<file path="src/rtl/exh_pattern_pkg.sv">
package exh_pattern_pkg;

    // Placement of the XOR gates in the feedback network
    typedef enum logic {
        FB_EXTERNAL = 1'b0,
        FB_INTERNAL = 1'b1
    } fb_topo_e;

    // Side from which the inserted all-zero word is entered
    typedef enum logic {
        ZERO_AFTER_LSB = 1'b0,
        ZERO_AFTER_MSB = 1'b1
    } zero_entry_e;

    // Action applied to the register on the coming edge
    typedef enum logic [1:0] {
        ACT_HOLD = 2'd0,
        ACT_STEP = 2'd1,
        ACT_LOAD = 2'd2
    } step_act_e;

    // Load has priority over stepping
    function automatic step_act_e pick_action(input logic load, input logic en);
        if (load) begin
            return ACT_LOAD;
        end
        if (en) begin
            return ACT_STEP;
        end
        return ACT_HOLD;
    endfunction

endpackage

</file>
<file path="src/rtl/exh_step.sv">
module exh_step
    import exh_pattern_pkg::*;
#(
    parameter int              WIDTH = 4,
    parameter logic [WIDTH:0]  POLY  = 5'b10011,
    parameter fb_topo_e        TOPO  = FB_EXTERNAL,
    parameter zero_entry_e     ENTRY = ZERO_AFTER_LSB
) (
    input  logic [WIDTH-1:0] cur,
    input  logic             linear,
    output logic [WIDTH-1:0] nxt
);

    // Canonical view: shifting toward bit 0, zero entered after word 1
    logic [WIDTH-1:0] canon;
    logic [WIDTH-1:0] canon_nxt;
    logic             zero_hit;
    logic             inject;

    for (genvar i = 0; i < WIDTH; i++) begin : g_map
        if (ENTRY == ZERO_AFTER_MSB) begin : g_rev
            assign canon[i] = cur[WIDTH-1-i];
            assign nxt[i]   = canon_nxt[WIDTH-1-i];
        end else begin : g_str
            assign canon[i] = cur[i];
            assign nxt[i]   = canon_nxt[i];
        end
    end

    // Detector over every stage except the one leaving the register
    assign zero_hit = ~|canon[WIDTH-1:1];
    assign inject   = zero_hit & ~linear;

    if (TOPO == FB_EXTERNAL) begin : g_ext
        logic lin_bit;
        assign lin_bit   = ^(canon & POLY[WIDTH-1:0]);
        assign canon_nxt = {lin_bit ^ inject, canon[WIDTH-1:1]};
    end else begin : g_int
        logic fb_bit;
        assign fb_bit             = canon[0] ^ inject;
        assign canon_nxt[WIDTH-1] = fb_bit;
        for (genvar i = 0; i < WIDTH-1; i++) begin : g_tap
            assign canon_nxt[i] = canon[i+1] ^ (POLY[i+1] & fb_bit);
        end
    end

endmodule

</file>
<file path="src/rtl/exh_seed_track.sv">
module exh_seed_track
    import exh_pattern_pkg::*;
#(
    parameter int                WIDTH     = 4,
    parameter logic [WIDTH-1:0]  RESET_PAT = 4'b0001
) (
    input  logic             clk,
    input  logic             rst,
    input  step_act_e        act,
    input  logic [WIDTH-1:0] seed_in,
    input  logic [WIDTH-1:0] stepped_val,
    output logic             period_end
);

    logic [WIDTH-1:0] ref_q;
    logic             mark_q;

    always_ff @(posedge clk) begin
        if (rst) begin
            ref_q  <= RESET_PAT;
            mark_q <= 1'b0;
        end else begin
            unique case (act)
                ACT_LOAD: begin
                    ref_q  <= seed_in;
                    mark_q <= 1'b0;
                end
                ACT_STEP: mark_q <= (stepped_val == ref_q);
                default:  mark_q <= 1'b0;
            endcase
        end
    end

    assign period_end = mark_q;

endmodule

</file>
<file path="src/rtl/exh_pattern_gen.sv">
module exh_pattern_gen
    import exh_pattern_pkg::*;
#(
    parameter int              WIDTH = 4,
    parameter logic [WIDTH:0]  POLY  = 5'b10011,
    parameter fb_topo_e        TOPO  = FB_EXTERNAL,
    parameter zero_entry_e     ENTRY = ZERO_AFTER_LSB
) (
    input  logic             clk,
    input  logic             rst,
    input  logic             en,
    input  logic             load,
    input  logic [WIDTH-1:0] seed,
    input  logic             linear_mode,
    output logic [WIDTH-1:0] pattern,
    output logic             period_end
);

    localparam logic [WIDTH-1:0] RESET_PAT = {{(WIDTH-1){1'b0}}, 1'b1};

    logic [WIDTH-1:0] state_q;
    logic [WIDTH-1:0] state_nxt;
    step_act_e        act;

    assign act = pick_action(load, en);

    exh_step #(
        .WIDTH (WIDTH),
        .POLY  (POLY),
        .TOPO  (TOPO),
        .ENTRY (ENTRY)
    ) u_step (
        .cur    (state_q),
        .linear (linear_mode),
        .nxt    (state_nxt)
    );

    always_ff @(posedge clk) begin
        if (rst) begin
            state_q <= RESET_PAT;
        end else begin
            unique case (act)
                ACT_LOAD: state_q <= seed;
                ACT_STEP: state_q <= state_nxt;
                default:  state_q <= state_q;
            endcase
        end
    end

    exh_seed_track #(
        .WIDTH     (WIDTH),
        .RESET_PAT (RESET_PAT)
    ) u_track (
        .clk         (clk),
        .rst         (rst),
        .act         (act),
        .seed_in     (seed),
        .stepped_val (state_nxt),
        .period_end  (period_end)
    );

    assign pattern = state_q;

endmodule

</file>
<file path="config.mk">
export PLATFORM = sky130hd
export DESIGN_NAME = exh_pattern_gen
export DESIGN_NICKNAME = d
export VERILOG_FILES = /design/src/rtl/exh_pattern_pkg.sv /design/src/rtl/exh_step.sv /design/src/rtl/exh_seed_track.sv /design/src/rtl/exh_pattern_gen.sv
export SDC_FILE = /design/constraint.sdc
export NUM_CORES = 1
export LEC_CHECK = 0
export ABC_AREA = 1
export CORE_AREA = 2 2 39 41
export DETAILED_ROUTE_END_ITERATION = 8
export DIE_AREA = 0 0 41 43
export MAX_ROUTING_LAYER = met4
export PLACE_DENSITY = 0.65
export REMOVE_ABC_BUFFERS = 1
export SLEW_MARGIN = 10
export SYNTH_ARGS = -nofsm -noshare
export SYNTH_HDL_FRONTEND = slang
export SYNTH_HIERARCHICAL = 1
export SYNTH_SLANG_ARGS = --single-unit
</file>
<file path="constraint.sdc">
create_clock -name clk -period 1.23 [get_ports clk]
set_input_delay 0.1845 -clock clk [delete_from_list [all_inputs] [get_ports clk]]
set_output_delay 0.1845 -clock clk [all_outputs]
set_load 0.005 [all_outputs]
</file>
==> summary.txt <==
Routing
  • Via count: between 500 and 600
  • Detailed-route DRC error count: 0
  • Antenna-violating nets left: 0
  • Routed len/inst: roughly 11 µm
  • Number of optimization iterations in the first detailed-route pass: 4
  • Count of routing violations after the opening detailed-route iteration: 12
  • Total wire length after detailed routing: between 1 and 1.5 mm
  • Drt via density: just under 5

Timing
  • Post-layout min period: roughly 1.1 ns
  • Tightest slew margin relative to the limit: 0.884
  • Number of hold violations in the final report: 0
  • Final Max Slew Viols: 0
  • Maximum clock skew at final layout: between 0.005 and 0.006 ns
  • Slew at the pin closest to its max-slew limit: roughly 0.17 ns
  • Setup-failing EPs final: 0
  • Share of the clock period used by the worst path: 0.916
  • Worst hold margin: approximately 0.47 ns
  • FMAX: ~0.89 GHz

Job
  • Max-cap check violation count: 0

Cells and area
  • Antenna diode instance count: 0
  • Final cell count without fillers: roughly 120
  • Most common library cell in the layout ignoring fill and taps: nand2_1
  • Commonest cells after routing, fill and taps aside: nand2_1 (25), inv_1 (12), nand3_1 (9), clkdlybuf4s50_1 (8), buf_4 (7)
  • Nets: between 100 and 150
  • Share of post-route cells with drive strength above 1: 0.216
  • Utilization after layout: 0.520
  • Post-synthesis to final-layout area growth: 44.1%

Setup path
  • Launching element type of the critical path: flop
  • Worst-path cell with the longest stage delay: dfxtp_2
  • Required time of the worst setup path: approximately 1.4 ns
  • Flop-to-flop setup slack: ~0.1 ns
  • Critical path arrival: around 1.3 ns
  • Critical path cell sequence: buf_4 > inv_1 > nand2_1 > nand2_1 > nand2_1 > nand2_2 > inv_1 > nand2_1 > nand2_1 > nand3_1 > nor2_1
  • Most common cell type on the critical path: nand2_1
  • Class of the most critical setup path: flop to flop
  • Crit path max fanout: 3
  • Largest stage delay on the critical path: about 0.32 ns
  • R2R Path End: u_track/period_end
  • Startpoint of the worst-slack reg-to-reg timing path: pattern[0]
  • Count of buffer and inverter cells on the critical path: 3
  • Top Family by Delay on Critical Path: simple AND/OR/NAND/NOR gates
  • R2R cell count: 11
  • Critical Path End Type: flop

Power and ir drop
  • Leak pwr: roughly 0.37 nW
  • Post-layout power: between 0.7 and 0.8 mW
  • Power Dens Cells: 1020 nW/µm²
  • Worst ir drop on vdd: approximately 0.49 mV

Clock tree
  • Number of levels in the clock H-tree: 1
  • Quantity of hold-fixing buffers added after cts: 0
  • TritonCTS Buffers: 3
  • Clock latency at the later pin of the worst-skew pair: about 0.26 ns
  • Master cell of the clock root buffer: clkbuf_4
  • Clock sinks: 9
  • Clock slew at reported path FFs: around 0.060 ns
  • TritonCTS clock tree: built
  • Number of buffers on the longest clock path: 2

Floorplan
  • Core Region: ~1400 µm²
  • Height of the die: 43 µm
  • Initial core utilization: 0.361
  • Top-Level Pins: 14
  • Die extent in x: a little over 40 µm
  • Number of core rows: 14
  • Die area: 1760 µm²

Outcome
  • Result of the run: complete, no violations

Min path
  • Type of the most critical hold path: flop to flop
  • Worst Hold Path EP: u_track/ref_q[1]
  • Worst hold path cell count: 2
  • Worst min-delay path startpoint: u_track/ref_q[1]

Synthesis
  • Synthesized flop and latch total: 9
  • Post-Synthesis Cells: 81
  • Ys Warns: 6
  • Synth Area per Inst: approximately 6 µm²
  • Number of different library cells in the post-synthesis netlist: 14
  • Sequential element share of the synthesized area: 0.361
  • Post-synthesis cell area: between 400 and 500 µm²

Place
  • Routability Congestion: roughly 0.83
  • Count of input and output buffers: 13
  • Cells after DPL: 113
  • Half-perimeter wire length of the detailed placement result: about 950 µm

GRT
  • Global-route wire length before repair: between 2 and 2.5 mm
  • Vias in the first global route: approximately 520
  • Sum of overflow across all layers after global routing: 0
  • Antenna violations before repair: 0
  • Pin count of the biggest net entering global routing: 8
  • Total global routing track utilization: 0.191
## layout make-up
type / instances / area (µm²)
multi-input cells: 53 / 246
clock buffers: 4 / 26.3
well taps: 16 / 20.0
flip-flops and latches: 9 / 190
fillers: 142 / 664
repair buffers: 20 / 176
inverters: 16 / 60.1
## worst reg2reg max path: stages, from the launching register on
cell and delay, ns:
dfxtp_2 0.32, buf_4 0.13, inv_1 0.06, nand2_1 0.06, nand2_1 0.06, nand2_1 0.06, nand2_2 0.08, inv_1 0.04
nand2_1 0.06, nand2_1 0.05, nand3_1 0.07, nor2_1 0.04
## registers in the layout (all words and copies together), names as in the netlist
register            flops
u_track/ref_q           4
pattern                 4
u_track/period_end      1
## kinds of logic after synthesis
family	Yosys count	share of synthesized area
AO/OA/AOI/OAI	6	0.0601
XOR/XNOR	2	0.0351
flip-flops	9	0.361
buffers and inverters	19	0.165
AND/OR/NAND/NOR	45	0.378
## what timing repair did
action / CTS / global route
endpoints found under the setup margin: 5 / 2
pin swaps: 0 / 6
gates resized for setup: 11 / 3
setup buffers: 4 / 0
## stage by stage
stage	setup slack (ns)	setup TNS, ns	area, µm²
2_1_floorplan	0.199	0	477
4_1_cts	0.00354	0	732
5_1_grt	-0.00152	-0.00152	719
3_5_place_dp	-0.0930	-0.447	672
3_3_place_gp	-0.0666	-0.265	672
6_report	0.103	0	719
## Yosys cell counts
| master | number | share of area |
|---|---|---|
| inv_2 | 4 | 0.030 |
| nor3_1 | 1 | 0.010 |
| buf_4 | 3 | 0.045 |
| xnor2_1 | 2 | 0.035 |
| nand4_1 | 1 | 0.013 |
| dfxtp_1 | 9 | 0.36 |
| nand2_1 | 26 | 0.20 |
| nor2_1 | 6 | 0.045 |
| a21oi_1 | 3 | 0.030 |
| o21ai_1 | 3 | 0.030 |
| nand3_1 | 9 | 0.090 |
| nor2_2 | 1 | 0.013 |
| inv_1 | 12 | 0.090 |
| nand2_2 | 1 | 0.013 |
## worst max-delay path by stage
stage / depth (start not counted) / slack, ns / endpoint / from
3_3_place_gp: 8 / -0.07 / u_track/ref_q[0] / en
5_1_grt: 11 / -0.002 / u_track/period_end / pattern[0]
4_1_cts: 10 / 0.004 / u_track/period_end / pattern[3]
2_1_floorplan: 10 / 0.20 / u_track/period_end / pattern[1]
3_5_place_dp: 8 / -0.09 / u_track/ref_q[2] / en
6_report: 11 / 0.10 / u_track/period_end / pattern[0]
## per-layer routing
layer	wire length [µm]	global-route usage	vias up	part of all wire
met1	533	0.245	252	0.43
met2	598	0.275	22	0.48
li1	-	-	290	-
met5	0	-	-	0
met4	28	0.107	0	0.022
met3	84	0.0314	6	0.067
## report_power, final
| part | internal (mW) | switching (mW) |
|---|---|---|
| Clock | 0.125 | 0.104 |
| Combinational | 0.0886 | 0.0835 |
| Sequential | 0.311 | 0.0199 |
| Total | 0.524 | 0.207 |
No activity file was read; power rests on OpenSTA's default activity.
